File: config.mk
export PLATFORM = sky130hd
export DESIGN_NAME = strand_runctl
export DESIGN_NICKNAME = d
export VERILOG_FILES = /design/src/rtl/strand_runctl.sv
export SDC_FILE = /design/constraint.sdc
export NUM_CORES = 1
export LEC_CHECK = 0
export BUFFER_PORTS_ARGS = -buffer_cell sky130_fd_sc_hd__clkbuf_2
export CORE_MARGIN = 1
export CORE_UTILIZATION = 35
export CTS_CLUSTER_SIZE = 28
export DETAILED_ROUTE_END_ITERATION = 8
export HOLD_SLACK_MARGIN = 0.15
export PLACE_DENSITY = 0.7
export RECOVER_POWER = 25
export SLEW_MARGIN = 20
export SYNTH_ARGS = -nofsm -noshare
export SYNTH_HDL_FRONTEND = slang
export SYNTH_SLANG_ARGS = --single-unit
File: constraint.sdc
create_clock -name clk -period 2.4 [get_ports clk]
set_input_delay 0.12 -clock clk [delete_from_list [all_inputs] [get_ports clk]]
set_output_delay 0.12 -clock clk [all_outputs]
set_load 0.02 [all_outputs]
File: src/rtl/strand_runctl.sv
module strand_runctl #(
  parameter int N_STRANDS = 4,
  parameter int TGT_W     = 3,
  parameter int VEC_W     = 6,
  parameter int POR_VEC   = 1,
  localparam int ID_W     = $clog2(N_STRANDS)
) (
  input  logic                 clk,
  input  logic                 rst_n,
  input  logic                 ipi_valid,
  output logic                 ipi_ready,
  input  logic [2:0]           ipi_type,
  input  logic [TGT_W-1:0]     ipi_target,
  input  logic [VEC_W-1:0]     ipi_vector,
  output logic                 post_pulse,
  output logic [ID_W-1:0]      post_strand,
  output logic [VEC_W-1:0]     post_vector,
  output logic                 por_pulse,
  output logic [ID_W-1:0]      por_strand,
  output logic                 ipi_err,
  input  logic [ID_W-1:0]      sts_sel,
  input  logic                 sts_we,
  input  logic                 sts_wr_act,
  input  logic                 sts_wr_spec,
  output logic [63:0]          sts_rdata,
  output logic                 sts_err,
  output logic [N_STRANDS-1:0] run_en
);

  localparam logic [TGT_W:0]   NS_T  = (TGT_W+1)'(N_STRANDS);
  localparam logic [VEC_W-1:0] POR_V = VEC_W'(POR_VEC);

  typedef enum logic [1:0] {ST_IDLE, ST_RUN, ST_HALT} st_e;

  st_e                 st_q [N_STRANDS];
  logic [N_STRANDS-1:0] act_q;
  logic                boot_q;

  assign ipi_ready = !boot_q;

  wire             acc    = ipi_valid && ipi_ready;
  wire             tgt_ok = {1'b0, ipi_target} < NS_T;
  wire [ID_W-1:0]  tid    = ipi_target[ID_W-1:0];
  wire             legal  = acc && tgt_ok;
  wire             por_ok = ipi_vector == POR_V;
  wire             do_post = legal && ipi_type == 3'd0;
  wire             do_rst  = legal && ipi_type == 3'd1 && por_ok;
  wire             do_halt = legal && ipi_type == 3'd2;
  wire             do_res  = legal && ipi_type == 3'd3;
  wire             bad     = legal && (ipi_type > 3'd3 || (ipi_type == 3'd1 && !por_ok));
  wire             wr_ok   = sts_we && !sts_wr_spec;

  always_ff @(posedge clk) begin
    if (!rst_n) begin
      boot_q      <= 1'b1;
      act_q       <= N_STRANDS'(1);
      post_pulse  <= 1'b0;
      post_strand <= '0;
      post_vector <= '0;
      por_pulse   <= 1'b0;
      por_strand  <= '0;
      ipi_err     <= 1'b0;
      sts_err     <= 1'b0;
      for (int i = 0; i < N_STRANDS; i++)
        st_q[i] <= (i == 0) ? ST_RUN : ST_IDLE;
    end else begin
      boot_q     <= 1'b0;
      post_pulse <= do_post;
      por_pulse  <= boot_q || do_rst;
      ipi_err    <= bad;
      sts_err    <= sts_we && sts_wr_spec;
      if (do_post) begin
        post_strand <= tid;
        post_vector <= ipi_vector;
      end
      if (boot_q)      por_strand <= '0;
      else if (do_rst) por_strand <= tid;

      if (wr_ok) begin
        act_q[sts_sel] <= sts_wr_act;
        if (!sts_wr_act) st_q[sts_sel] <= ST_IDLE;
      end
      if (do_post && st_q[tid] != ST_HALT) st_q[tid] <= ST_RUN;
      if (do_rst || do_res)                st_q[tid] <= ST_RUN;
      if (do_halt)                         st_q[tid] <= ST_HALT;
    end
  end

  function automatic logic [4:0] code_of(st_e s);
    case (s)
      ST_RUN:  return 5'h05;
      ST_HALT: return 5'h02;
      default: return 5'h00;
    endcase
  endfunction

  always_comb begin
    sts_rdata = '0;
    sts_rdata[0] = act_q[sts_sel];
    sts_rdata[ID_W+7:8] = sts_sel;
    for (int i = 0; i < N_STRANDS; i++) begin
      sts_rdata = sts_rdata | (64'(code_of(st_q[i])) << (31 - 5*i));
      run_en[i] = st_q[i] == ST_RUN;
    end
  end

endmodule

==> results.sh <==
export IMPL_status="completed"
export IMPL_yosys_warnings=0
export IMPL_cpMaxStageDelayCell="dlygate4sd3_1"
export IMPL_hold_viol=0
export IMPL_synthToLayoutAreaGrowth_pct=10.5
export IMPL_seq_area_frac_synth_pct=35.6
export IMPL_clock_latency_ns=0.27
export IMPL_fin_crit_ns=2.25
export IMPL_dr_pass1_iters=4
export IMPL_muxShareOfSynthArea_pct=9.33
export IMPL_die_y_microns=72.6
export IMPL_coreArea_sq_um=4750
export IMPL_worstSetupStartpointType="input port"
export IMPL_crit_top_cell="dlygate4sd3_1"
export IMPL_peakVddDrop_v=0.000290
export IMPL_synth_area_sq_um=1740
export IMPL_worst_path_max_fanout=3
export IMPL_place_congestion=0.724
export IMPL_num_antenna_cells=0
export IMPL_synth_async_sr_flop_share_pct=0
export IMPL_grt_pass1_vias=1054
export IMPL_die_area_sq_um=5270
export IMPL_grt_antenna_before_repair=0
export IMPL_overflow=0
export IMPL_clockBufferDepth=2
export IMPL_cts_root_buffer="clkbuf_8"
export IMPL_synthXorXnorAreaFrac_pct=0
export IMPL_yosys_area_share_simple_pct=20.2
export IMPL_synth_compound_area_share_pct=5.45
export IMPL_critPathKind="input port to flop"
export IMPL_worstMarginPinSlew_ns=0.528
export IMPL_max_cap_violations=0
export IMPL_cts_buffers=3
export IMPL_p_per_area_nw_per_um2=481
export IMPL_final_layout_size_suffix_gt1_share_pct=21.4
export IMPL_path_clk_slew_ns=0.09
export IMPL_leakage_uw=0.000836
export IMPL_cts_tree="yes"
export IMPL_initialDrtViolationCount=19
export IMPL_r2r_end="st_q[3][1]"
export IMPL_slowest_delay_ns=0.55
export IMPL_fin_tns_setup_ns=0
export IMPL_synthFlopType="dfxtp_1"
export IMPL_postCtsResizedCells=0
export IMPL_final_setup_viol_count=0
export IMPL_nets=259
export IMPL_synthAdderAreaFrac_pct=0
export IMPL_cp_startpoint="ipi_vector[4]"
export IMPL_fmax_mhz=445
export IMPL_dp_cells=289
export IMPL_reg2reg_from="boot_q"
export IMPL_syn_area_per_cell_sq_um=9.38
export IMPL_synth_top_family_by_area="buffers and inverters"
export IMPL_ant_nets=0
export IMPL_crit_path_cell_trace="dlygate4sd3_1 > clkbuf_2 > or4b_1 > nor3_1 > nor3b_1 > nor2_1 > nor4b_1 > dlygate4sd3_1"
export IMPL_grt_start_max_net_pins=16
export IMPL_post_cts_setup_buffers=0
export IMPL_num_vias=1229
export IMPL_endpoint="ipi_err"
export IMPL_worstPathRequired_ns=2.56
export IMPL_num_fill_cells=500
export IMPL_htree_levels=1
export IMPL_relSlewSlack_pct=64.8
export IMPL_synth_edf_count=8
export IMPL_worstPathArrival_ns=2.41
export IMPL_crit_path_end_kind="flop"
export IMPL_synth_area_leaders="buf_4 (26%), dfxtp_1 (22%), edfxtp_1 (14%)"
export IMPL_synth_seq_cells=27
export IMPL_synth_top_area_cell="buf_4"
export IMPL_rsz0062_at_grt="no"
export IMPL_wl_per_cell_microns=9.68
export IMPL_rrSetupSlack_ns=0.48
export IMPL_min_path_type="input port to flop"
export IMPL_maxSlewViolCount=0
export IMPL_synthCells=186
export IMPL_initial_core_util_pct=36.7
export IMPL_min_period_over_period_pct=93.6
export IMPL_grt_pass1_wl_mm=4.61
export IMPL_yosysTopAreaCellShare_pct=25.8
export IMPL_fin_worst_skew_ns=0.00498
export IMPL_io_buffer_count=53
export IMPL_cts_sinks=27
export IMPL_dp_hpwl_mm=2.30
export IMPL_boundaryPins=103
export IMPL_final_cells=305
export IMPL_drc=0
export IMPL_synth_cell_types=34
export IMPL_r2r_cells=5
export IMPL_wirelength_mm=2.95
export IMPL_grtUsageTotal_pct=11.3
export IMPL_fp_row_count=25
export IMPL_die_x_microns=72.6
export IMPL_cts_hold_buf=12
export IMPL_drt_vias_per_instance=4.03
[synthesized netlist by cell type, types with 2 or more instances]
library cell and n:
o211ai_1 2, nor2_1 27, o21ai_0 3, nor3b_1 4
buf_6 2, edfxtp_1 8, nor3_2 3, nor2b_1 6
buf_4 60, nor4_1 2, nand2_1 5, mux2i_1 14
nand3b_1 2, and2b_2 2, inv_1 3, nand2b_1 3
dfxtp_1 19, nor3_1 2, a31oi_1 3, clkbuf_1 2
[cell type report]
cell class | instances | area, sq um | share of cell area, %
timing repair buffer | 66 | 373 | 19.3
clock buffer | 4 | 45.0 | 2.34
tap | 67 | 83.8 | 4.35
inverter | 3 | 11.3 | 0.584
sequential | 27 | 621 | 32.2
multi-input combinational | 138 | 795 | 41.2
[through the flow]
| step | setup WS [ns] | cell area, sq um | total power, uW | utilization (%) | hold WS [ns] |
|---|---|---|---|---|---|
| final | 0.153 | 1930 | 927 | 40.6 | 0.159 |
| after global routing | 0.00162 | 1930 | 968 | 40.6 | 0.183 |
| after CTS | 0.152 | 1950 | 935 | 41.0 | 0.160 |
| after detailed placement | 0.415 | 1780 | 674 | 37.5 | 0.320 |
| after global placement | 0.494 | 1780 | 672 | 37.5 | 0.316 |
| after floorplan | 0.462 | 1920 | 704 | - | 0.197 |
[layer usage]
metal | wire length (microns) | up-vias | GRT usage (%)
li1 | - | 618 | -
met1 | 1230 | 537 | 13.4
met2 | 1470 | 70 | 20.4
met3 | 220 | 4 | 2.21
met4 | 31 | 0 | 3.70
met5 | 0 | - | 0
[kinds of logic (layout without fill, tap and decap cells)]
group           after synthesis  count (layout)
buf+inv                      69              73
simple gates                 62              62
flops                        27              27
mux                          15              15
compound gates               12              12
other cells                   1              49
[worst max-delay path: cells and delay by family]
kind / cells / cell delay (ns)
buffers and inverters: 3 / 1.20
and+or+nand+nor: 5 / 1.10
[registers in the layout, summed over array words and instances (netlist names)]
name	flops
st_q	8
por_strand	2
sts_err	1
post_pulse	1
post_vector	6
ipi_err	1
post_strand	2
act_q	4
boot_q	1
por_pulse	1
[report_power, final]
part / switching (uW) / internal (uW) / leakage, uW
registers: 4.05 / 478 / 0.000238
logic: 142 / 51.2 / 0.000575
clock network: 133 / 119 / 0.0000228
[how the worst min path moves through the flow]
stage | startpoint | to | slack, ns | cells after the start
after floorplan | ipi_target[2] | ipi_err | 0.20 | 1
after global placement | ipi_target[2] | ipi_err | 0.32 | 2
after detailed placement | ipi_target[2] | ipi_err | 0.32 | 2
after CTS | sts_wr_act | act_q[1] | 0.16 | 3
after global routing | sts_wr_act | act_q[1] | 0.18 | 3
final | sts_wr_act | act_q[1] | 0.16 | 3
[layout by cell type (no fill, tap or decap), types with 2 or more instances in the layout]
| cell | instances |
|---|---|
| a31oi_1 | 3 |
| and2b_2 | 2 |
| clkbuf_1 | 17 |
| clkbuf_2 | 37 |
| clkbuf_8 | 3 |
| conb_1 | 49 |
| dfxtp_1 | 19 |
| dlygate4sd3_1 | 12 |
| edfxtp_1 | 8 |
| inv_1 | 3 |
| mux2i_1 | 14 |
| nand2_1 | 5 |
| nand2b_1 | 3 |
| nand3b_1 | 2 |
| nor2_1 | 27 |
| nor2b_1 | 6 |
| nor3_1 | 2 |
| nor3_2 | 3 |
| nor3b_1 | 4 |
| nor4_1 | 2 |
| o211ai_1 | 2 |
| o21ai_0 | 3 |
(Power assumes the default switching activity.)
